`src/rtl/timer_bank_pkg.sv`:
```
package timer_bank_pkg;
  localparam int unsigned OFF_CTRL     = 0;
  localparam int unsigned OFF_RSTEN    = 4;
  localparam int unsigned OFF_CAUSE    = 8;
  localparam int unsigned OFF_MASK     = 12;
  localparam int unsigned OFF_CNT_BASE = 16;
  localparam int unsigned OFF_RL_BASE  = 20;
  localparam int unsigned CH_STRIDE    = 8;

  localparam int unsigned FIELD_W  = 4;
  localparam int unsigned BIT_EN   = 0;
  localparam int unsigned BIT_AUTO = 1;
  localparam int unsigned BIT_REF  = 2;

  function automatic int unsigned cnt_addr(input int unsigned ch);
    return OFF_CNT_BASE + CH_STRIDE * ch;
  endfunction

  function automatic int unsigned rl_addr(input int unsigned ch);
    return OFF_RL_BASE + CH_STRIDE * ch;
  endfunction
endpackage

```
`src/rtl/tmr_channel.sv`:
```
module tmr_channel #(
  parameter int unsigned CNT_W = 32
) (
  input  logic             clk,
  input  logic             rst_n,
  input  logic             run,
  input  logic             auto_rl,
  input  logic             use_ref,
  input  logic             ref_tick,
  input  logic             cnt_we,
  input  logic             rl_we,
  input  logic [CNT_W-1:0] wdata,
  output logic [CNT_W-1:0] count,
  output logic [CNT_W-1:0] reload_val,
  output logic             expire
);
  logic [CNT_W-1:0] cnt_q, rl_q;
  logic             tick;

  assign tick   = use_ref ? ref_tick : 1'b1;
  assign expire = run && tick && (cnt_q == '0) && !cnt_we;

  always_ff @(posedge clk) begin
    if (!rst_n) begin
      cnt_q <= '0;
      rl_q  <= '0;
    end else begin
      if (rl_we) rl_q <= wdata;
      if (cnt_we) begin
        cnt_q <= wdata;
      end else if (run && tick) begin
        if (cnt_q == '0) begin
          if (auto_rl) cnt_q <= rl_q;
        end else begin
          cnt_q <= cnt_q - 1'b1;
        end
      end
    end
  end

  assign count      = cnt_q;
  assign reload_val = rl_q;
endmodule

```
`src/rtl/tmr_irq_ctrl.sv`:
```
module tmr_irq_ctrl #(
  parameter int unsigned NUM_CH = 3
) (
  input  logic              clk,
  input  logic              rst_n,
  input  logic [NUM_CH-1:0] expire,
  input  logic              cause_we,
  input  logic              mask_we,
  input  logic [NUM_CH-1:0] wdata,
  output logic [NUM_CH-1:0] cause,
  output logic [NUM_CH-1:0] mask,
  output logic              irq
);
  logic [NUM_CH-1:0] cause_q, mask_q, cause_kept;

  always_comb begin
    cause_kept = cause_we ? (cause_q & wdata) : cause_q;
  end

  always_ff @(posedge clk) begin
    if (!rst_n) begin
      cause_q <= '0;
      mask_q  <= '1;
    end else begin
      cause_q <= cause_kept | expire;
      if (mask_we) mask_q <= wdata;
    end
  end

  assign cause = cause_q;
  assign mask  = mask_q;
  assign irq   = |(cause_q & ~mask_q);
endmodule

```
`src/rtl/tmr_wdog.sv`:
```
module tmr_wdog (
  input  logic clk,
  input  logic rst_n,
  input  logic expire,
  input  logic rst_en,
  output logic rst_req
);
  logic req_q;

  always_ff @(posedge clk) begin
    if (!rst_n) req_q <= 1'b0;
    else if (expire && rst_en) req_q <= 1'b1;
  end

  assign rst_req = req_q;
endmodule

```
`src/rtl/timer_bank.sv`:
```
module timer_bank
  import timer_bank_pkg::*;
#(
  parameter int unsigned NUM_CH = 3,
  parameter int unsigned DATA_W = 32,
  parameter int unsigned ADDR_W = 6
) (
  input  logic              clk,
  input  logic              rst_n,
  input  logic              ref_tick,
  input  logic              bus_wr,
  input  logic [ADDR_W-1:0] bus_addr,
  input  logic [DATA_W-1:0] bus_wdata,
  output logic [DATA_W-1:0] bus_rdata,
  output logic              irq,
  output logic              wd_rst_req
);
  localparam int unsigned CTRL_W = FIELD_W * NUM_CH;
  localparam int unsigned WD_CH  = NUM_CH - 1;

  logic [CTRL_W-1:0]              ctrl_q;
  logic                           rsten_q;
  logic [NUM_CH-1:0]              expire, cnt_we, rl_we, cnt_rd, rl_rd;
  logic [NUM_CH-1:0][DATA_W-1:0]  cnt_all, rl_all;
  logic [NUM_CH-1:0]              cause_q, mask_q;
  logic                           ctrl_we, rsten_we, cause_we, mask_we;

  assign ctrl_we  = bus_wr && (bus_addr == ADDR_W'(OFF_CTRL));
  assign rsten_we = bus_wr && (bus_addr == ADDR_W'(OFF_RSTEN));
  assign cause_we = bus_wr && (bus_addr == ADDR_W'(OFF_CAUSE));
  assign mask_we  = bus_wr && (bus_addr == ADDR_W'(OFF_MASK));

  for (genvar g = 0; g < NUM_CH; g++) begin : g_ch
    assign cnt_rd[g] = (bus_addr == ADDR_W'(cnt_addr(g)));
    assign rl_rd[g]  = (bus_addr == ADDR_W'(rl_addr(g)));
    assign cnt_we[g] = bus_wr && cnt_rd[g];
    assign rl_we[g]  = bus_wr && rl_rd[g];

    tmr_channel #(.CNT_W(DATA_W)) u_ch (
      .clk        (clk),
      .rst_n      (rst_n),
      .run        (ctrl_q[FIELD_W*g + BIT_EN]),
      .auto_rl    (ctrl_q[FIELD_W*g + BIT_AUTO]),
      .use_ref    (ctrl_q[FIELD_W*g + BIT_REF]),
      .ref_tick   (ref_tick),
      .cnt_we     (cnt_we[g]),
      .rl_we      (rl_we[g]),
      .wdata      (bus_wdata),
      .count      (cnt_all[g]),
      .reload_val (rl_all[g]),
      .expire     (expire[g])
    );
  end

  always_ff @(posedge clk) begin
    if (!rst_n) begin
      ctrl_q  <= '0;
      rsten_q <= 1'b0;
    end else begin
      if (rsten_we) rsten_q <= bus_wdata[0];
      if (ctrl_we) begin
        ctrl_q <= bus_wdata[CTRL_W-1:0];
      end else begin
        for (int i = 0; i < NUM_CH; i++) begin
          if (expire[i] && !ctrl_q[FIELD_W*i + BIT_AUTO])
            ctrl_q[FIELD_W*i + BIT_EN] <= 1'b0;
        end
      end
    end
  end

  tmr_irq_ctrl #(.NUM_CH(NUM_CH)) u_irq (
    .clk      (clk),
    .rst_n    (rst_n),
    .expire   (expire),
    .cause_we (cause_we),
    .mask_we  (mask_we),
    .wdata    (bus_wdata[NUM_CH-1:0]),
    .cause    (cause_q),
    .mask     (mask_q),
    .irq      (irq)
  );

  tmr_wdog u_wdog (
    .clk     (clk),
    .rst_n   (rst_n),
    .expire  (expire[WD_CH]),
    .rst_en  (rsten_q),
    .rst_req (wd_rst_req)
  );

  always_comb begin
    bus_rdata = '0;
    if (bus_addr == ADDR_W'(OFF_CTRL))  bus_rdata[CTRL_W-1:0] = ctrl_q;
    if (bus_addr == ADDR_W'(OFF_RSTEN)) bus_rdata[0]          = rsten_q;
    if (bus_addr == ADDR_W'(OFF_CAUSE)) bus_rdata[NUM_CH-1:0] = cause_q;
    if (bus_addr == ADDR_W'(OFF_MASK))  bus_rdata[NUM_CH-1:0] = mask_q;
    for (int i = 0; i < NUM_CH; i++) begin
      if (cnt_rd[i]) bus_rdata = cnt_all[i];
      if (rl_rd[i])  bus_rdata = rl_all[i];
    end
  end
endmodule

```
`config.mk`:
```
export PLATFORM = sky130hd
export DESIGN_NAME = timer_bank
export DESIGN_NICKNAME = d
export VERILOG_FILES = /design/src/rtl/timer_bank_pkg.sv /design/src/rtl/tmr_channel.sv /design/src/rtl/tmr_irq_ctrl.sv /design/src/rtl/tmr_wdog.sv /design/src/rtl/timer_bank.sv
export SDC_FILE = /design/constraint.sdc
export NUM_CORES = 1
export LEC_CHECK = 0
export BUFFER_PORTS_ARGS = -buffer_cell sky130_fd_sc_hd__buf_2
export CORE_ASPECT_RATIO = 0.9
export CORE_MARGIN = 10
export CORE_UTILIZATION = 51
export DETAILED_ROUTE_END_ITERATION = 10
export GPL_ROUTABILITY_DRIVEN = 1
export GPL_TIMING_DRIVEN = 0
export HOLD_SLACK_MARGIN = 0.06
export PLACE_DENSITY = 0.68
export SYNTH_ARGS = -nofsm -noshare
export SYNTH_HDL_FRONTEND = slang
export SYNTH_HIERARCHICAL = 1
export SYNTH_SLANG_ARGS = --single-unit
```
`constraint.sdc`:
```
create_clock -name clk -period 5.2 [get_ports clk]
set_input_delay 0.78 -clock clk [delete_from_list [all_inputs] [get_ports clk]]
set_output_delay 0.78 -clock clk [all_outputs]
set_load 0.01 [all_outputs]
```
Word-level counts from Yosys, hierarchy flattened. Cells that the tools add are included.

Word-level logic and storage cells: 108. ROM bits: 0. Register bits after elaboration: 212. Memory bits (writable): 0. Input bits: 42. Memories kept: 0. Latch bits: 0. Output and inout port bits: 34.

Multipliers: 0. Multiplexer cells: 32. Equality and inequality tests: 12. Div/mod/pow operators: 0. Shifts and indexed selects: 0. Bitwise operators: 4. Add/sub/neg operators: 3. $lt $le $gt $ge: 0. Reductions and logical operators: 43.

Operator list (count): $mux W32 (18); $logic_not A32 Y1 (3); $sub A32 B1 Y32 const B (3); $eq A6 B5 Y1 const B (4); $logic_and A1 B1 Y1 (23); $eq A6 B4 Y1 const B (2); $eq A6 B6 Y1 const B (2); $mux W12 (1); $reduce_bool A2 Y1 (6); $mux W1 (10); $mux W3 (3); $ne A3 B2 Y1 const B (3); $and A3 B3 Y3 (2); $eq A6 B3 Y1 const B (1); $logic_not A1 Y1 (6); $logic_not A6 Y1 (1); $reduce_and A2 Y1 (3); $not A3 Y3 (1); $or A3 B3 Y3 (1); $reduce_or A3 Y1 (1).

Depth between registers and ports, before layout. Gate-level depths: netlist (run 1).

Depth after elaboration: 11. Mapped depth: 12.

By module. Netlist (run 1), hierarchy kept.

Modules (own cells, without submodules): tmr_channel (cells an instance 433, times used 3, area each 3624.7 um^2, seq. area each 1281.2 um^2); timer_bank (cells an instance 306, times used 1, area each 2092.0 um^2, seq. area each 260.2 um^2); tmr_irq_ctrl (cells an instance 25, times used 1, area each 230.2 um^2, seq. area each 120.1 um^2); tmr_wdog (cells an instance 3, times used 1, area each 31.3 um^2, seq. area each 20.0 um^2).

Worst setup path before layout (run 1). OpenSTA, ideal clock, no wires.

Kind: input port to flip-flop. Start point: input port bus_addr[3]. End point: register g_ch[2].u_ch.cnt_q[19]. Data required time: 5113 ps. Stages on the path: 12. Setup time: 87 ps. Buffers on the path: 4. Setup slack: 2129 ps. Data arrival time: 2984 ps. Cells stage by stage: buf_2 -> nor2_1 -> nand2_1 -> buf_2 -> clkbuf_1 -> nor2_1 -> or2b_2 -> or4_4 -> o22ai_4 -> buf_8 -> a22oi_1 -> o31ai_1.

Longest elaborated chain between the ends: 4. Elaborated cells between the ends (all ways): 6. Classes of those cells: eq/ne: 2; mux: 1; reduce/logical: 3.

Ends and longest elaborated chain: from (decl) (line timer_bank.sv:12) `input logic [ADDR_W-1:0] bus_addr,`; $eq A6 B6 Y1 * (line timer_bank.sv:34) `assign cnt_rd[g] = (bus_addr == ADDR_W'(cnt_addr(g)));`; $logic_and A1 B1 Y1 * (line timer_bank.sv:36) `assign cnt_we[g] = bus_wr && cnt_rd[g];`; net cnt_we[2] (line timer_bank.sv:23) `logic [NUM_CH-1:0] expire, cnt_we, rl_we, cnt_rd, rl_rd;`; $ne A3 B2 Y1 (no line) or $reduce_bool A2 Y1 (tied branches); $reduce_and A2 Y1 (no line); to (signal assigned) (line tmr_channel.sv:30) `cnt_q <= wdata;`; to (signal assigned) (line tmr_channel.sv:33) `if (auto_rl) cnt_q <= rl_q;`; to (signal assigned) (line tmr_channel.sv:35) `cnt_q <= cnt_q - 1'b1;`; to (decl) (line tmr_channel.sv:17) `logic [CNT_W-1:0] cnt_q, rl_q;`.

Mark *: on every way through the listed nets, which the timed path passes. The rest lies on a longest branch. A chain may end at the register's enable or synchronous reset.

Worst setup path in the final report (run 1).
Start point: input port bus_addr[1]. End point: register ctrl_q[8].

Longest elaborated chain between the ends: 6. Elaborated cells between the ends (all ways): 9. Classes of those cells: eq/ne: 1; mux: 1; reduce/logical: 7.

Ends and longest elaborated chain: $eq A6 B6 Y1 (line timer_bank.sv:34); $logic_and A1 B1 Y1 (line timer_bank.sv:36); net cnt_we[2] (line timer_bank.sv:23); $logic_not A1 Y1 (line tmr_channel.sv:21) `assign expire = run && tick && (cnt_q == '0) && !cnt_we;`; $logic_and A1 B1 Y1 (line tmr_channel.sv:21); net expire[2] (line timer_bank.sv:23); $logic_and A1 B1 Y1 (line timer_bank.sv:65) `if (expire[i] && !ctrl_q[FIELD_W*i + BIT_AUTO])`; $reduce_bool A2 Y1 (no line); to (signal assigned) (line timer_bank.sv:62) `ctrl_q <= bus_wdata[CTRL_W-1:0];`; to (decl) (line timer_bank.sv:21) `logic [CTRL_W-1:0] ctrl_q;`.

The timed path passes the listed nets, and every way through them passes these cells.

==> results of run 1 <==
## report_power, final
group,internal [uW],switching [uW]
logic,259,522
registers,1640,20.1
clock network,962,724
total,2860,1270
## through the flow
step	power [uW]	utilization [%]
3_3_place_gp	2430	55.4
6_report	4120	58.4
5_1_grt	4240	58.4
4_1_cts	4090	58.4
2_1_floorplan	2180	-
3_5_place_dp	2430	55.4
## state kept, by name (all words and copies together) (netlist names)
name and flops:
g_ch.u_ch/count 96, ctrl_q 12, u_irq/cause 3, u_irq/mask 3, rsten_q 1, u_wdog/rst_req 1, g_ch.u_ch/reload_val 96
## cells in the final DEF (no fill, tap or decap), drive strengths merged, types with 6 or more instances in the layout
master and n:
and2 7, nor4 19, nand3 65, a22o 20
a221oi 16, nor2b 105, nor3 58, a31oi 52
inv 24, a221o 9, o22ai 50, clkbuf 99
xor2 24, xnor2 9, nand2b 12, or4 15
buf 131, nand4b 6, or2b 6, mux2i 122
and3 18, o21ai 78, nand2 161, a21boi 12
ha 6, or3 24, nand4 15, o31ai 12
dfxtp 212, a22oi 81, a21oi 74, nor2 97
o311ai 12, o221ai 11, a21o 6, a211oi 10
nand3b 6, o211ai 24
## path summary, 6_finish.rpt
| kind | endpoint | from | slack (ns) |
|---|---|---|---|
| max reg2reg | g_ch[1].u_ch/count[31] | g_ch[1].u_ch/count[2] | 1.81 |
| max | ctrl_q[8] | bus_addr[1] | 1.20 |
| min reg2reg | ctrl_q[7] | ctrl_q[7] | 0.46 |
| min | ctrl_q[7] | ctrl_q[7] | 0.46 |
## layout make-up
class	count	area (sq um)	share of cell area [%]
buffer	122	649	4.39
clock buffer	38	733	4.96
clock inverter	4	31.3	0.211
inverter	24	90.1	0.609
multi-input combinational	1275	8250	55.8
sequential	212	4240	28.7
tap	342	428	2.89
timing repair buffer	73	365	2.47
## logic make-up after synthesis
family	count (synthesis)	synth area share, %
xor+xnor	33	2.19
compound gates	486	25.0
buf+inv	146	5.59
fa+ha+maj	6	0.568
flops	212	32.1
mux	126	9.57
simple gates	624	25.0
## layer usage
| metal | vias up | part of all wire (%) | track usage (%) |
|---|---|---|---|
| li1 | 6338 | - | - |
| met1 | 6803 | 43 | 46.6 |
| met2 | 943 | 40 | 43.9 |
| met3 | 147 | 12 | 7.26 |
| met4 | 2 | 5.1 | 14.2 |
| met5 | - | 0.023 | 0 |
## critical path, cell delays in order
cell                            delay (ns)
sky130_fd_sc_hd__buf_2                0.15
sky130_fd_sc_hd__nor4b_1              0.68
sky130_fd_sc_hd__nand2_1              0.23
sky130_fd_sc_hd__buf_2                0.26
sky130_fd_sc_hd__clkbuf_1             0.32
sky130_fd_sc_hd__nor2_1               0.34
sky130_fd_sc_hd__clkbuf_1             0.43
sky130_fd_sc_hd__dlygate4sd1_1        0.59
sky130_fd_sc_hd__nor3_1               0.30
sky130_fd_sc_hd__nand2b_1             0.16
sky130_fd_sc_hd__nand3_1              0.08
sky130_fd_sc_hd__a21boi_0             0.15
==> flow_results.org, run 1 <==
** Outcome
- The run finished with clean final reports.

** Floorplan
- Initial core utilization :: 52.2%
- Die Span X :: 190 um
- The core region is 25300 sq um.
- In this run the core area contains 55 standard-cell rows.
- Die Footprint :: 32800 sq um
- Measured along the y axis, the die boundary spans 173 um.
- I/O pin count :: 76

** CTS
- Buffer cell driving the clock tree root :: sky130_fd_sc_hd__clkbuf_16
- TritonCTS built the clock tree.
- After clock tree synthesis, the setup repair step added 0 buffers.
- CTS buffer count :: 24
- Clock Path Buffers :: 3
- Number of sinks on the clock net :: 212
- Clock input transition at the sequential cells of the worst setup and hold paths :: 0.06 ns
- In this run, post-CTS hold repair placed 0 buffers.
- Latest clock arrival within the worst-skew pair :: 0.55 ns
- H-tree levels :: 1
- Count of cells resized by post-cts repair :: 0

** Pwr
- For this design the ratio of total power to cell area is 279 nW/um^2.
- Summed over all cells, the static leakage comes to 0.00559 uW.
- IR analysis of the VDD net gives a maximum drop of 0.326 mV.

** Place
- Post-placement cell area :: 14000 sq um
- Once placement completed, the tool counted placed cells totaling 2048.
- Routability congestion estimate from global placement :: 1.01
- During placement, the flow inserted port buffers numbering 73.
- OpenSTA, run right after detailed placement, puts the worst setup slack at 0.862 ns.
- HPWL after DPL :: 42800 um

** Synthesis
- Number of enable-type register cells in the synthesized netlist :: 0
- Post-Syn Area :: 13200 sq um
- The average instance in the mapped netlist occupies 8.10 sq um.
- The commonest cells after synthesis are sky130_fd_sc_hd__dfxtp_1 (212), sky130_fd_sc_hd__nand2_1 (161), sky130_fd_sc_hd__mux2i_1 (122), sky130_fd_sc_hd__nor2b_1 (105), sky130_fd_sc_hd__nor2_1 (96).
- In the synthesized netlist, the number of instances is 1633.
- Synth Register Bits :: 212
- Share of synthesized area occupied by flip-flops and latches :: 32.1%
- In the synthesized netlist the async set-or-reset flop fraction comes to 0%.
- The number of nets handed over by synthesis was 1681.
- In the post-synthesis netlist, the cell with the most instances is sky130_fd_sc_hd__dfxtp_1.
- Synth top area cells :: sky130_fd_sc_hd__dfxtp_1 (32%), sky130_fd_sc_hd__mux2i_1 (9.2%), sky130_fd_sc_hd__nor2b_1 (5.0%)
- Yosys warning count :: 6
- Summed over all instances, the cell type with the most area after synthesis is sky130_fd_sc_hd__dfxtp_1.
- Number of distinct library cells after synthesis :: 71
- Fraction of post-synthesis cell area in the top cell type by area :: 32.1%
- Top FF cell, synth :: sky130_fd_sc_hd__dfxtp_1

** GRT
- The via count of the first global-routing pass came to 12900.
- First-pass GRT wire length :: 82200 um
- Largest net degree at the start of global routing :: 30
- The initial antenna violation count is 2.
- Global-route usage over all layers :: 32.1%
- For this run the aggregate overflow at the end of global routing stands at 0.

** Setup path
- STA classifies the critical path startpoint as a primary input.
- Worst Setup Path Type :: in2reg
- Crit path arrival time :: 4.48 ns
- Data required time of the worst path :: 5.67 ns
- Element type at the critical path end :: flip-flop
- Cells on worst reg2reg path :: 6
- Along the worst path, the maximum fanout reaches 10.

** Timing
- After layout, the minimum clock period comes to 4.00 ns.
- The hold violation count in the final report came to 0.
- The count of pins over their slew limit came to 0.
- Of the available clock period, the critical path in the final layout requires 77.0%.
- Unrepaired setup endpoints after global routing :: no
- The clock arrives with 0.0350 ns of skew.
- Setup violations remaining at the end of the flow were counted as 0.
- Worst-case headroom to the max-slew limit :: 6.31%
- Setup_tns :: 0 ns
- At the pin with the least slew margin, the transition time is 1.39 ns.
- After layout, the worst setup slack is 1.20 ns.
- Hold is met by 0.458 ns.
- Maximum frequency from static timing analysis :: 0.250 GHz

** Layout
- Antenna fix cells :: 0
- Area growth, synth to finish :: 11.8%
- Layout cell share with drive strength beyond 1 :: 11.3%
- Post-route insts no fill :: 2090
- Fill cells :: 2461
- After the last flow step, the layout net total stands at 1780.
- Final std cell area, no fill :: 14800 sq um

** Drt
- For this block, the initial DRC count from the detailed router was 2234.
- After detailed routing, the average wire length per cell comes to 26.5 um.
- Via count normalized by instance count :: 6.81
- In the routed design, unresolved DRC markers number 0.
- Total detailed-routing wirelength :: 55400 um
- First-pass iteration count of the detailed router :: 5
- Post-detailed-route count of antenna-violating nets :: 0
- Routed vias :: 14200

** Hold path
- The min-delay analysis places its worst path in the category reg2reg.
- Cell depth of the worst min-delay path :: 2

** Flow run
- Across the run, the number of max-cap violations was 0.
Power figures use the tool's default switching activity.
==> run 2: changes to the inputs <==
--- a/config.mk
+++ b/config.mk
@@ -13,7 +13,7 @@
 export GPL_ROUTABILITY_DRIVEN = 1
 export GPL_TIMING_DRIVEN = 0
 export HOLD_SLACK_MARGIN = 0.06
-export PLACE_DENSITY = 0.68
+export PLACE_DENSITY = 0.7
 export SYNTH_ARGS = -nofsm -noshare
 export SYNTH_HDL_FRONTEND = slang
 export SYNTH_HIERARCHICAL = 1
==> constraint.sdc (replaced) <==
create_clock -name clk -period 3.3 [get_ports clk]
set_input_delay 0.495 -clock clk [delete_from_list [all_inputs] [get_ports clk]]
set_output_delay 0.495 -clock clk [all_outputs]
set_load 0.01 [all_outputs]
==> flow_results.org, run 2 (same netlist as run 1, synthesis figures left out) <==
** Layout
- Leaving out fill and tap cells, the most frequent cell in the layout is sky130_fd_sc_hd__dfxtp_1.
- Most frequent cells in the layout :: sky130_fd_sc_hd__dfxtp_1 (212), sky130_fd_sc_hd__nand2_1 (161), sky130_fd_sc_hd__mux2i_1 (122)
- Fill cells :: 2440
- Antenna fix cells :: 0
- From synthesis to final layout, the design area changed by 12.6%.
- Register cell area after layout :: 4240 sq um
- Summing all multi-input logic gate instances after layout gives 8310 sq um.
- Leaving out filler cells and counting taps, the final layout contains 2093.
- The post-route netlist has 12.5% of its cells at a drive strength greater than 1.
- After the last flow step, the layout net total stands at 1781.

** Floorplan
- In this run the horizontal extent of the chip is 190 um.
- Placement row count :: 55
- From bottom edge to top edge, the die measures 173 um.
- For this design the top-level I/O count stands at 76.
- The die covers 32800 sq um.
- After floorplanning, the core was sized to cover 25300 sq um.
- Initial core utilization :: 52.2%

** GRT
- The first global-routing pass estimated 82400 um of wire.
- Largest net degree at the start of global routing :: 30
- Via count of the first global-routing pass :: 13000
- Final global-route overflow total :: 0
- The initial antenna violation count is 1.
- Global routing used 32.3% of the available tracks.

** Setup path
- Data required time of the worst path :: 3.77 ns
- The critical path goes through buf_2 -> nor2_1 -> nand2_1 -> buf_2 -> clkbuf_1 -> nor2_1 -> or2b_2 -> or4_4 -> o22ai_4 -> buf_8 -> a22oi_1 -> o21ai_0.
- CP Buf/Inv Count :: 4
- Element type at the critical path end :: flip-flop
- Crit-path slowest cell :: sky130_fd_sc_hd__clkbuf_1
- Source of the critical timing path :: bus_addr[2]
- Crit-path leading delay family :: simple AND/OR/NAND/NOR gates
- Largest driver fanout on the critical path :: 10
- Worst Setup Path Type :: in2reg
- Cells on worst reg2reg path :: 7
- Across all register-to-register paths, the minimum setup slack is 0.19 ns.
- The largest single stage delay on the critical path is 0.52 ns.
- STA classifies the critical path startpoint as a primary input.
- The worst register-to-register path ends at g_ch[0].u_ch/count[31].
- The startpoint identified for the worst register-to-register timing path is g_ch[0].u_ch/count[6].
- Crit path arrival time :: 3.71 ns

** Flow run
- The tool flagged a number of max-cap violations equal to 0.

** Timing
- Setup_tns :: 0 ns
- Hold Vio Cnt, Final :: 0
- Max Slew Vio Count :: 0
- Hold_ws :: 0.310 ns
- Post-layout min period :: 3.24 ns
- Final Setup Violations :: 0
- Setup skew after layout :: 0.0239 ns
- Maximum frequency from static timing analysis :: 0.309 GHz
- Of the available clock period, the critical path in the final layout requires 98.2%.
- Worst-case headroom to the max-slew limit :: 35.5%
- For the pin with the worst max-slew slack, the measured transition is 0.944 ns.
- Setup WS post-layout :: 0.0605 ns
- Unrepaired setup endpoints after global routing :: no

** Hold path
- The worst hold path was traced through 3 stages.
- The path class of the tightest hold or removal check is in2reg.
- The path with the worst hold slack has its endpoint at ctrl_q[6].
- The worst hold path begins at bus_wdata[6].

** Outcome
- The run finished with clean final reports.

** Place
- Buffers placed on the I/O ports in this run total 73.
- Summed over all nets, the half-perimeter wirelength after detailed placement is 43300 um.
- Counting tap cells, the placed design contains a total of 2048 instances.
- Routability-driven placement finished with a final weighted congestion of 1.02.
- Place WS :: -0.824 ns

** Drt
- In the routed layout, each cell is associated on average with a via count of 6.80.
- The first TritonRoute pass finished after 9 iterations.
- The routed layout has 14200 vias.
- Detail-routed net length per standard cell :: 26.8 um
- DRC viols :: 0
- Iter 0 DRT Violations :: 2125
- Total detailed-routing wirelength :: 56100 um
- Once detail routing completed, the nets flagged for antenna violations numbered 0.

** CTS
- TritonCTS built the clock tree.
- Clock Path Buffers :: 3
- Count of hold-fix buffers inserted at cts :: 0
- H-tree levels :: 1
- The clock reaches the later pin of the worst-skew pair after 0.56 ns.
- The tree built by TritonCTS fans out to 212 sinks.
- Setup bufs post-CTS :: 0
- CTS buffer count :: 25
- Buffer cell driving the clock tree root :: sky130_fd_sc_hd__clkbuf_16
- Clock-pin slew was measured on the worst setup and hold paths at 0.06 ns.

** Pwr
- IR drop worst, VDD :: 0.384 mV
- Leakage power of the design :: 0.00563 uW
- Power density cells :: 444 nW/um^2
==> run 2: changes by cell type in the layout (fill, tap and decap cells not counted), moves of 2 or more <==
cell                            change
sky130_fd_sc_hd__clkbuf_1           -5
sky130_fd_sc_hd__clkbuf_2           +3
sky130_fd_sc_hd__clkinv_2           +5
sky130_fd_sc_hd__dlygate4sd1_1      -2
sky130_fd_sc_hd__nor3_1             -2
sky130_fd_sc_hd__nor4_1             -5
sky130_fd_sc_hd__nor4_2             +5
==> run 2: area by class of cell <==
cell class	instances	area share [%]
well taps	342	2.87
clock inverters	9	0.403
plain buffers	122	4.37
clock buffers	36	5.01
multi-input cells	1275	55.8
repair buffers	73	2.45
flip-flops and latches	212	28.5
inverters	24	0.605
==> run 2: worst max-delay path by stage <==
stage	to	cells past startpoint	slack (ns)
floorplan	g_ch[2].u_ch/count[19]	12	0.51
global route	g_ch[2].u_ch/count[17]	11	0.01
global placement	ctrl_q[8]	12	-0.77
finish	g_ch[2].u_ch/count[8]	12	0.06
CTS	ctrl_q[8]	12	0.02
detailed placement	ctrl_q[8]	12	-0.82
==> run 2: where the power goes <==
group / switching, uW / leakage (uW) / internal [uW]
Clock: 1190 / 0.000410 / 1570
Combinational: 830 / 0.00351 / 413
Sequential: 32.3 / 0.00171 / 2580
Total: 2050 / 0.00563 / 4570
==> run 2: routing by layer <==
metal | up-vias | track usage (%) | share of wire (%)
met1 | 6774 | 45.8 | 43
met2 | 983 | 45.0 | 41
met3 | 137 | 8.05 | 12
met4 | 0 | 13.7 | 4.8
met5 | - | 0 | 0
li1 | 6343 | - | -
==> run 2: what timing repair did <==
action	4_1_cts	5_1_grt
gates resized for setup	3	14
endpoints found under the setup margin	15	45
pin swaps	0	0
==> run 2: worst min-delay path: cells and delay by family <==
kind / cells / cell delay (ns)
buffers and inverters: 1 / 0.18
AO/OA/AOI/OAI: 1 / 0.06
AND/OR/NAND/NOR: 1 / 0.08
==> run 2: through the flow <==
stage	cell area, sq um	total power [uW]	utilization (%)
finish	14900	6620	58.8
global route	14900	6800	58.8
CTS	14800	6570	58.6
detailed placement	14000	3830	55.4
global placement	14000	3830	55.4
floorplan	13200	3440	-
